<file path="src/rtl/tps_pkg.sv">
package tps_pkg;
   typedef enum logic {
      MODE_COMPAT = 1'b0,
      MODE_FAST   = 1'b1
   } tps_mode_e;
endpackage

</file>
<file path="src/rtl/tps_divider.sv">
module tps_divider
   import tps_pkg::*;
#(
   parameter int DIV_W       = 4,
   parameter int COMPAT_CODE = 5,
   parameter int FAST_CODE   = 0
)(
   input  logic             clk,
   input  logic             rst,
   input  tps_mode_e        mode,
   input  logic             wr,
   input  logic [DIV_W-1:0] code_in,
   output logic             tick
);
   localparam logic [DIV_W-1:0] CODE_COMPAT = DIV_W'(COMPAT_CODE);
   localparam logic [DIV_W-1:0] CODE_FAST   = DIV_W'(FAST_CODE);

   logic [DIV_W-1:0] code_q;
   logic [DIV_W-1:0] cnt_q;

   assign tick = (cnt_q == code_q);

   always_ff @(posedge clk) begin
      if (rst) begin
         code_q <= (mode == MODE_FAST) ? CODE_FAST : CODE_COMPAT;
         cnt_q  <= '0;
      end else if (wr) begin
         code_q <= code_in;
         cnt_q  <= '0;
      end else if (tick) begin
         cnt_q  <= '0;
      end else begin
         cnt_q  <= cnt_q + 1'b1;
      end
   end

   AST_FAST_RESET_TICK: assert property (@(posedge clk) disable iff (rst)
      ($fell(rst) && mode == MODE_FAST) |-> tick);
   AST_PULSE_SINGLE: assert property (@(posedge clk) disable iff (rst)
      (tick && code_q != '0 && !wr) |=> !tick);
   AST_WRITE_RESTART: assert property (@(posedge clk) disable iff (rst)
      (wr && code_in != '0) |=> !tick);
endmodule

</file>
<file path="src/rtl/tps_sampler.sv">
module tps_sampler
   import tps_pkg::*;
#(
   parameter int NPINS   = 4,
   parameter int CNT_PIN = 0
)(
   input  logic             clk,
   input  logic             rst,
   input  tps_mode_e        mode,
   input  logic             tick,
   input  logic [NPINS-1:0] pins,
   output logic [NPINS-1:0] smp,
   output logic             fall
);
   logic samp_en;
   logic fall_q;

   assign samp_en = (mode == MODE_FAST) || tick;

   for (genvar g = 0; g < NPINS; g++) begin : g_pin
      logic bit_q;
      always_ff @(posedge clk) begin
         if (rst)          bit_q <= 1'b0;
         else if (samp_en) bit_q <= pins[g];
      end
      assign smp[g] = bit_q;
   end

   always_ff @(posedge clk) begin
      if (rst)          fall_q <= 1'b0;
      else if (samp_en) fall_q <= smp[CNT_PIN] & ~pins[CNT_PIN];
      else              fall_q <= 1'b0;
   end
   assign fall = fall_q;

   AST_COMPAT_HOLD: assert property (@(posedge clk) disable iff (rst)
      (mode == MODE_COMPAT && !tick) |=> $stable(smp));
   AST_FAST_FOLLOW: assert property (@(posedge clk) disable iff (rst)
      (mode == MODE_FAST) |=> (smp == $past(pins)));
   AST_FALL_ONLY_ON_SAMPLE: assert property (@(posedge clk) disable iff (rst)
      (!samp_en) |=> !fall);
endmodule

</file>
<file path="src/rtl/tps_counter.sv">
module tps_counter #(
   parameter int CNT_W = 16
)(
   input  logic             clk,
   input  logic             rst,
   input  logic             tick,
   input  logic             bypass,
   input  logic             cnt_sel,
   input  logic             fall,
   input  logic             tgl_en,
   input  logic             ovf_clr,
   output logic [CNT_W-1:0] count,
   output logic             ovf,
   output logic             tgl
);
   localparam logic [CNT_W-1:0] CNT_TOP = '1;

   logic [CNT_W-1:0] cnt_q;
   logic             ovf_q;
   logic             tgl_q;
   logic             inc;
   logic             wrap;

   always_comb begin
      if (cnt_sel)     inc = fall;
      else if (bypass) inc = 1'b1;
      else             inc = tick;
   end

   assign wrap = inc && (cnt_q == CNT_TOP);

   always_ff @(posedge clk) begin
      if (rst) begin
         cnt_q <= '0;
         ovf_q <= 1'b0;
         tgl_q <= 1'b0;
      end else begin
         if (inc)               cnt_q <= cnt_q + 1'b1;
         if (wrap)              ovf_q <= 1'b1;
         else if (ovf_clr)      ovf_q <= 1'b0;
         if (wrap && tgl_en)    tgl_q <= ~tgl_q;
      end
   end

   assign count = cnt_q;
   assign ovf   = ovf_q;
   assign tgl   = tgl_q;

   AST_IDLE_HOLD: assert property (@(posedge clk) disable iff (rst)
      (!inc) |=> $stable(cnt_q));
   AST_BYPASS_STEP: assert property (@(posedge clk) disable iff (rst)
      (bypass && !cnt_sel) |=> (cnt_q != $past(cnt_q)));
   AST_OVF_STICKY: assert property (@(posedge clk) disable iff (rst)
      (ovf_q && !ovf_clr) |=> ovf_q);
   AST_TOGGLE_ON_WRAP: assert property (@(posedge clk) disable iff (rst)
      (inc && cnt_q == CNT_TOP && tgl_en) |=> (tgl_q != $past(tgl_q)));
endmodule

</file>
<file path="src/rtl/tmr_prescale_unit.sv">
module tmr_prescale_unit
   import tps_pkg::*;
#(
   parameter int DIV_W       = 4,
   parameter int COMPAT_CODE = 5,
   parameter int FAST_CODE   = 0,
   parameter int NPINS       = 4,
   parameter int CNT_PIN     = 0,
   parameter int CNT_W       = 16
)(
   input  logic             clk,
   input  logic             rst,
   input  logic             fast_mode,
   input  logic             div_wr,
   input  logic [DIV_W-1:0] div_code,
   input  logic             bypass,
   input  logic             cnt_sel,
   input  logic             tgl_en,
   input  logic             ovf_clr,
   input  logic [NPINS-1:0] ext_pins,
   output logic             tick,
   output logic [NPINS-1:0] pins_smp,
   output logic [CNT_W-1:0] count,
   output logic             ovf_flag,
   output logic             tgl_pin
);
   localparam int CODE_LIMIT = 1 << DIV_W;

   if (DIV_W < 1 || DIV_W > 8) begin : g_bad_div_w
      $error("DIV_W must lie in 1..8");
   end
   if (COMPAT_CODE < 0 || COMPAT_CODE >= CODE_LIMIT || FAST_CODE < 0 || FAST_CODE >= CODE_LIMIT) begin : g_bad_code
      $error("reset codes must fit in DIV_W bits");
   end
   if (CNT_PIN < 0 || CNT_PIN >= NPINS) begin : g_bad_pin
      $error("CNT_PIN must index ext_pins");
   end
   if (CNT_W < 2) begin : g_bad_cnt_w
      $error("CNT_W must be at least 2");
   end

   tps_mode_e mode;
   logic      fall;

   assign mode = tps_mode_e'(fast_mode);

   tps_divider #(
      .DIV_W       (DIV_W),
      .COMPAT_CODE (COMPAT_CODE),
      .FAST_CODE   (FAST_CODE)
   ) u_div (
      .clk     (clk),
      .rst     (rst),
      .mode    (mode),
      .wr      (div_wr),
      .code_in (div_code),
      .tick    (tick)
   );

   tps_sampler #(
      .NPINS   (NPINS),
      .CNT_PIN (CNT_PIN)
   ) u_smp (
      .clk  (clk),
      .rst  (rst),
      .mode (mode),
      .tick (tick),
      .pins (ext_pins),
      .smp  (pins_smp),
      .fall (fall)
   );

   tps_counter #(
      .CNT_W (CNT_W)
   ) u_cnt (
      .clk     (clk),
      .rst     (rst),
      .tick    (tick),
      .bypass  (bypass),
      .cnt_sel (cnt_sel),
      .fall    (fall),
      .tgl_en  (tgl_en),
      .ovf_clr (ovf_clr),
      .count   (count),
      .ovf     (ovf_flag),
      .tgl     (tgl_pin)
   );
endmodule

</file>
<file path="config.mk">
export PLATFORM = sky130hd
export DESIGN_NAME = tmr_prescale_unit
export DESIGN_NICKNAME = d
export VERILOG_FILES = /design/src/rtl/tps_pkg.sv /design/src/rtl/tps_divider.sv /design/src/rtl/tps_sampler.sv /design/src/rtl/tps_counter.sv /design/src/rtl/tmr_prescale_unit.sv
export SDC_FILE = /design/constraint.sdc
export NUM_CORES = 1
export LEC_CHECK = 0
export ABC_AREA = 1
export BUFFER_PORTS_ARGS = -buffer_cell sky130_fd_sc_hd__buf_2
export CORE_ASPECT_RATIO = 0.6
export CORE_MARGIN = 10
export CORE_UTILIZATION = 55
export DETAILED_ROUTE_END_ITERATION = 10
export GPL_TIMING_DRIVEN = 0
export PLACE_DENSITY = 0.91
export SLEW_MARGIN = 25
export SYNTH_ARGS = -nofsm -noshare
export SYNTH_HDL_FRONTEND = slang
export SYNTH_SLANG_ARGS = --single-unit
</file>
<file path="constraint.sdc">
create_clock -name clk -period 4.5 [get_ports clk]
set_clock_uncertainty 0.15 [all_clocks]
set_input_delay 0.45 -clock clk [delete_from_list [all_inputs] [get_ports clk]]
set_output_delay 0.45 -clock clk [all_outputs]
set_load 0.03 [all_outputs]
</file>
==> impl_metrics.py, run 1 <==
metrics = {
    "run_status": {
        "outcome": "completed",
    },
    "detailed_routing": {
        "highest_layer": "met4",
        "drtAntennaViolNets": 0,
        "via_count": 1615,
        "wl_per_cell_um": 12.95,
        "wl_met2_mm": 1.775,
        "route.met3.wl_um": 441,
        "m1WireLength_mm": 1.875,
        "drcViolationCount": 0,
        "wl_mm": 4.158,
        "drtIter0Drc": 183,
        "via_per_inst": 5.031,
        "drt_pass1_iterations": 5,
    },
    "logic_synthesis": {
        "synth_edf_count": 4,
        "syn_avg_cell_area_um2": 6.999,
        "yosys_warnings": 0,
        "ys_seq_area_share_pct": 40.34,
        "yosysTopAreaCell": "dfxtp_1",
        "synthTopCellsByCount": "nand2_1, inv_1, dfxtp_1",
        "syn_inst": 234,
        "syn_area_um2": 1638,
        "synth-seq-cells": 31,
        "synth_fp_nets": 252,
        "ys.flop_type": "dfxtp_1",
        "yosysTopAreaCellShare_pct": 33.00,
        "synth.area.top_cells": "dfxtp_1, nand2_1, inv_1",
        "synth_most_common_cell": "nand2_1",
        "synth_cell_type_count": 24,
        "ys_async_sr_fraction_pct": 0,
    },
    "sta": {
        "setup-tns-final_ns": 0,
        "hold_violations": 0,
        "fin_crit_sh_pct": 43.57,
        "rsz0062_at_grt": "no",
        "period_minus_slack_ns": 1.961,
        "max_freq_mhz": 510.0,
        "postLayoutSetupSlackWorst_ns": 2.539,
        "hold_ws_ns": 0.2632,
        "tightest_slew_ns": 0.5418,
        "finalSetupViolations": 0,
        "drv_slew": 0,
        "slew_headroom_pct": 63.88,
    },
    "floorplan": {
        "die_height_um": 62.27,
        "core_area_um2": 2853,
        "die-area_um2": 5632,
        "fp.dieW_um": 90.45,
        "initial_core_util_pct": 57.41,
        "rows": 15,
        "ios": 39,
    },
    "power_and_ir_drop": {
        "p_clk_share_pct": 35.9,
        "power.internal_mw": 0.4252,
        "p_leak_nw": 0.8927,
        "seqPwrFrac_pct": 50.9,
        "ir_drop_mv": 0.1642,
        "swShare_pct": 27.27,
        "combPwrFrac_pct": 13.2,
        "fin_total_pwr_mw": 0.5845,
        "pwr_density_cell_nw_per_um2": 298.7,
        "p_switching_mw": 0.1594,
    },
    "setup_path": {
        "startpoint_type": "flop",
        "cp.arrival_ns": 1.36,
        "cp_max_fo": 9,
        "critical_path_class": "flop to primary output",
        "worstSetupEndpointType": "primary output",
        "crit_required_ns": 3.90,
    },
    "finish": {
        "layout-drive-gt1-share_pct": 21.51,
        "nets": 296,
        "post-route-util_pct": 68.60,
        "final_cells": 321,
        "synthToLayoutAreaGrowth_pct": 19.48,
        "final_area_um2": 1957,
        "diodes": 0,
    },
    "global_route": {
        "grt_max_degree": 11,
        "grt_first_pass_wirelength_mm": 6.955,
        "overflow": 0,
        "grt_pass1_vias": 1521,
        "track_usage_pct": 14.85,
        "antenna_found_initial": 0,
    },
    "cts": {
        "numCtsBuffers": 5,
        "h-tree-depth": 2,
        "clk_pin_slew_ns": 0.07,
        "cts-resized-gates": 0,
        "cts_sinks": 31,
        "insertion_delay_ns": 0.28,
        "ctsHoldBuffers": 0,
        "root_buffer": "clkbuf_8",
        "cts.path.max_buffers": 2,
        "cts_tree": "yes",
        "post_cts.repair.setup_buffers": 0,
    },
    "placement": {
        "io_buffers": 37,
        "place.gp.congestion": 0.9468,
        "dp.cells": 313,
        "placed_area_um2": 1876,
        "detailedPlace.worstSlack_ns": 2.532,
        "dp.final_hpwl_mm": 3.283,
    },
    "hold_path": {
        "hp-class": "input pin to flop",
    },
    "run": {
        "cap_violations": 0,
    },
}
## critical path, stage by stage, from the launching register on
cell     delay (ns)
dfxtp_1        0.42
inv_2          0.05
nand2_1        0.05
nand2_1        0.05
nor2_2         0.14
nand2_4        0.11
inv_1          0.06
buf_2          0.19
## power groups by stage
stage | Sequential, mW | Clock (mW) | Combinational, mW
global placement | 0.303 | 0 | 0.0750
global route | 0.299 | 0.223 | 0.0859
finish | 0.298 | 0.210 | 0.0774
CTS | 0.297 | 0.212 | 0.0779
detailed placement | 0.304 | 0 | 0.0775
floorplan | 0.306 | 0 | 0.0506
## path summary, 6_finish.rpt
kind | depth (start not counted) | start | endpoint | slack, ns
max | 7 | u_div.cnt_q[2] | tick | 2.54
min | 3 | ext_pins[3] | u_smp.g_pin[3].bit_q | 0.26
max reg2reg | 8 | u_cnt.count[0] | u_cnt.tgl | 2.65
min reg2reg | 2 | u_smp.g_pin[3].bit_q | u_smp.g_pin[3].bit_q | 0.34
## registers in the layout, indices dropped and copies added, names as in the netlist
register / cells
u_smp.fall: 1
u_cnt.tgl: 1
u_smp.g_pin.bit_q: 4
u_cnt.ovf: 1
u_div.cnt_q: 4
u_cnt.count: 16
u_div.code_q: 4
## kinds of logic after synthesis
kind of cell               Yosys count  synth area share (%)
and+or+nand+nor                    117                 30.86
buffers and inverters               45                 12.15
DFF                                 31                 40.34
AOI/OAI and AO/OA                   29                 9.779
xor gates and xnor gates            10                 5.347
adders and majority gates            2                 1.528
## cells in the final DEF (no fill, tap or decap), drive strengths merged
master,synthesis,routed
a21oi,19,19
buf,6,43
clkbuf,3,10
clkinv,0,1
dfxtp,27,27
edfxtp,4,4
ha,2,2
inv,36,36
nand2,67,67
nand3,13,13
nand4,2,2
nor2,26,26
nor3,9,9
o21ai,10,10
xnor2,4,4
xor2,6,6
## final cells by class
class	count	area (um^2)
plain buffers	9	63.81
multi-input cells	158	778.2
repair buffers	37	185.2
well taps	42	52.55
clock buffers	7	76.32
flip-flops and latches	31	660.6
fillers	256	895.9
clock inverters	1	5.005
inverters	36	135.1
## per-layer routing
| metal | vias up | track usage (%) |
|---|---|---|
| met5 | - | 0 |
| met4 | 0 | 5.929 |
| met3 | 8 | 5.516 |
| met2 | 71 | 22.02 |
| met1 | 725 | 19.00 |
| li1 | 811 | - |
Note: power is estimated with default switching activity, not from simulation.
==> run 2, diff against run 1 <==
--- a/config.mk
+++ b/config.mk
@@ -9,10 +9,10 @@
 export BUFFER_PORTS_ARGS = -buffer_cell sky130_fd_sc_hd__buf_2
 export CORE_ASPECT_RATIO = 0.6
 export CORE_MARGIN = 10
-export CORE_UTILIZATION = 55
+export CORE_UTILIZATION = 48
 export DETAILED_ROUTE_END_ITERATION = 10
 export GPL_TIMING_DRIVEN = 0
-export PLACE_DENSITY = 0.91
+export PLACE_DENSITY = 0.85
 export SLEW_MARGIN = 25
 export SYNTH_ARGS = -nofsm -noshare
 export SYNTH_HDL_FRONTEND = slang
==> constraint.sdc (replaced) <==
create_clock -name clk -period 1.7 [get_ports clk]
set_clock_uncertainty 0.15 [all_clocks]
set_input_delay 0.17 -clock clk [delete_from_list [all_inputs] [get_ports clk]]
set_output_delay 0.17 -clock clk [all_outputs]
set_load 0.03 [all_outputs]
==> run 2 against run 1 <==
Net effect:
- clock power grew to 2.6 times the previous value
- flip-flop and latch count did not move
- routed wire length rose by 9.0%
- core utilization is 3.1 points lower
- die area grew 11%
- first-iteration DRC count increased by 18%
- power grew to 2.7 times the previous value
- design area rose by 9.1%
==> impl_metrics.py, run 2 (synthesized netlist as in run 1, its figures left out) <==
metrics = {
    "global_route": {
        "track_usage_pct": 14.72,
        "grt_first_pass_wirelength_mm": 7.272,
        "overflow": 0,
        "grt_max_degree": 11,
        "grt_pass1_vias": 1577,
        "antenna_found_initial": 0,
    },
    "setup_path": {
        "path_delay_family": "simple AND/OR/NAND/NOR gates",
        "worst_r2r_endpoint": "u_cnt.tgl",
        "r2r-start": "u_div.code_q[2]",
        "startpoint_type": "flop",
        "critical_path_class": "flop to primary output",
        "r2r_setup_slack_ns": 0.08,
        "cp.arrival_ns": 1.31,
        "crit_buf_inv": 2,
        "worstSetupEndpointType": "primary output",
        "crit_required_ns": 1.38,
        "path_cells": "nand2_1, nand2_1, nor2_2, nand2_4, inv_1, buf_6",
        "crit_path_max_incr_delay_ns": 0.38,
        "path_common_cell": "nand2_1",
        "cpMaxStageDelayCell": "edfxtp_1",
        "cp_max_fo": 7,
        "reg2reg_depth": 8,
    },
    "finish": {
        "synthToLayoutAreaGrowth_pct": 30.40,
        "largest_register_ffs": 16,
        "nets": 307,
        "diodes": 0,
        "layout_commonest_cell": "nand2_1",
        "final_cells": 335,
        "layout_common_cells": "nand2_1, buf_2, inv_1",
        "layout-drive-gt1-share_pct": 27.24,
    },
    "cts": {
        "clk_pin_slew_ns": 0.06,
        "cts_tree": "yes",
        "h-tree-depth": 2,
        "cts.path.max_buffers": 2,
        "cts_sinks": 31,
        "numCtsBuffers": 5,
        "insertion_delay_ns": 0.29,
        "root_buffer": "clkbuf_8",
    },
    "floorplan": {
        "die-area_um2": 6225,
        "initial_core_util_pct": 50.19,
        "core_area_um2": 3263,
        "die_height_um": 65.25,
        "rows": 16,
        "fp.dieW_um": 95.41,
        "ios": 39,
    },
    "hold_path": {
        "hold_path_end": "u_div.code_q[1]",
        "min_from": "div_code[1]",
        "hp-class": "input pin to flop",
        "min_path_cells": 3,
    },
    "power_and_ir_drop": {
        "p_leak_nw": 0.9636,
        "pwr_density_cell_nw_per_um2": 742.4,
        "ir_drop_mv": 0.3618,
    },
    "placement": {
        "detailedPlace.worstSlack_ns": -0.06298,
        "place.gp.congestion": 0.9283,
        "io_buffers": 37,
        "dp.final_hpwl_mm": 3.254,
        "dp.cells": 316,
    },
    "detailed_routing": {
        "wl_met2_mm": 1.923,
        "route.met3.wl_um": 572,
        "m1WireLength_mm": 1.968,
        "wl_per_cell_um": 13.53,
        "drcViolationCount": 0,
        "wl_mm": 4.531,
        "drt_pass1_iterations": 8,
        "drtAntennaViolNets": 0,
        "via_per_inst": 5.054,
        "highest_layer": "met4",
        "via_count": 1693,
        "drtIter0Drc": 216,
    },
    "run": {
        "cap_violations": 0,
    },
    "sta": {
        "tightest_slew_ns": 0.5662,
        "postLayoutSetupSlackWorst_ns": 0.07292,
        "rsz0062_at_grt": "yes",
        "finalSetupViolations": 0,
        "period_minus_slack_ns": 1.627,
        "slew_headroom_pct": 62.26,
        "fin_crit_sh_pct": 95.71,
        "hold_violations": 0,
        "drv_slew": 0,
        "max_freq_mhz": 614.6,
    },
    "run_status": {
        "outcome": "completed",
    },
}
-- run 2: report_power, final --
group,switching [mW],internal [mW]
combinational,0.147,0.0940
sequential,0.0193,0.770
clock,0.277,0.279
total,0.443,1.14
-- run 2: worst max-delay path by stage --
| stage | end | cells past startpoint | from | slack (ns) |
|---|---|---|---|---|
| after floorplan | u_cnt.tgl | 8 | u_cnt.count[0] | 0.04 |
| after global routing | u_cnt.tgl | 8 | u_div.code_q[1] | -0.03 |
| final | tick | 6 | u_div.code_q[2] | 0.07 |
| after detailed placement | u_cnt.tgl | 8 | u_cnt.count[0] | -0.06 |
| after CTS | u_cnt.count[3] | 9 | u_div.code_q[2] | 0.02 |
| after global placement | u_cnt.tgl | 8 | u_cnt.count[0] | -0.04 |
-- run 2: tightest hold or removal path: cells and delay by family --
family	cells	cell delay, ns
buf+inv	2	0.10
simple gates	1	0.07
-- run 2: final cells by class --
type                       instances  area [um^2]
multi-input combinational        158        838.3
clock buffer                       6        72.57
clock inverter                     2        7.507
fill                             306         1127
sequential                        31        670.6
buffer                             9        63.81
tap                               45        56.30
timing repair buffer              48        291.5
inverter                          36        135.1
-- run 2: stage by stage --
step	total power, mW	utilization, %	hold WS [ns]	cell area, um^2	TNS (ns)
finish	1.586	65.45	0.007571	2136	0
global route	1.661	65.45	0.009605	2136	-0.2172
CTS	1.571	62.77	0.003274	2048	0
detailed placement	1.009	57.67	0.2792	1882	-0.1554
global placement	1.003	57.67	0.2699	1882	-0.04946
floorplan	0.9452	-	0.1647	1640	0
-- run 2: metal layers --
metal  vias to the layer above  global-route usage, %
met4                         0                  4.945
met2                        88                  21.02
met1                       763                  19.07
met3                         7                  6.803
li1                        835                      -
met5                         -                      0
-- run 2: what timing repair did --
action	in CTS	in global routing
gates resized for setup	7	17
pin swaps	0	2
hold buffers	7	0
setup buffers	0	4
setup endpoints to repair	6	17
hold endpoints to repair	8	0
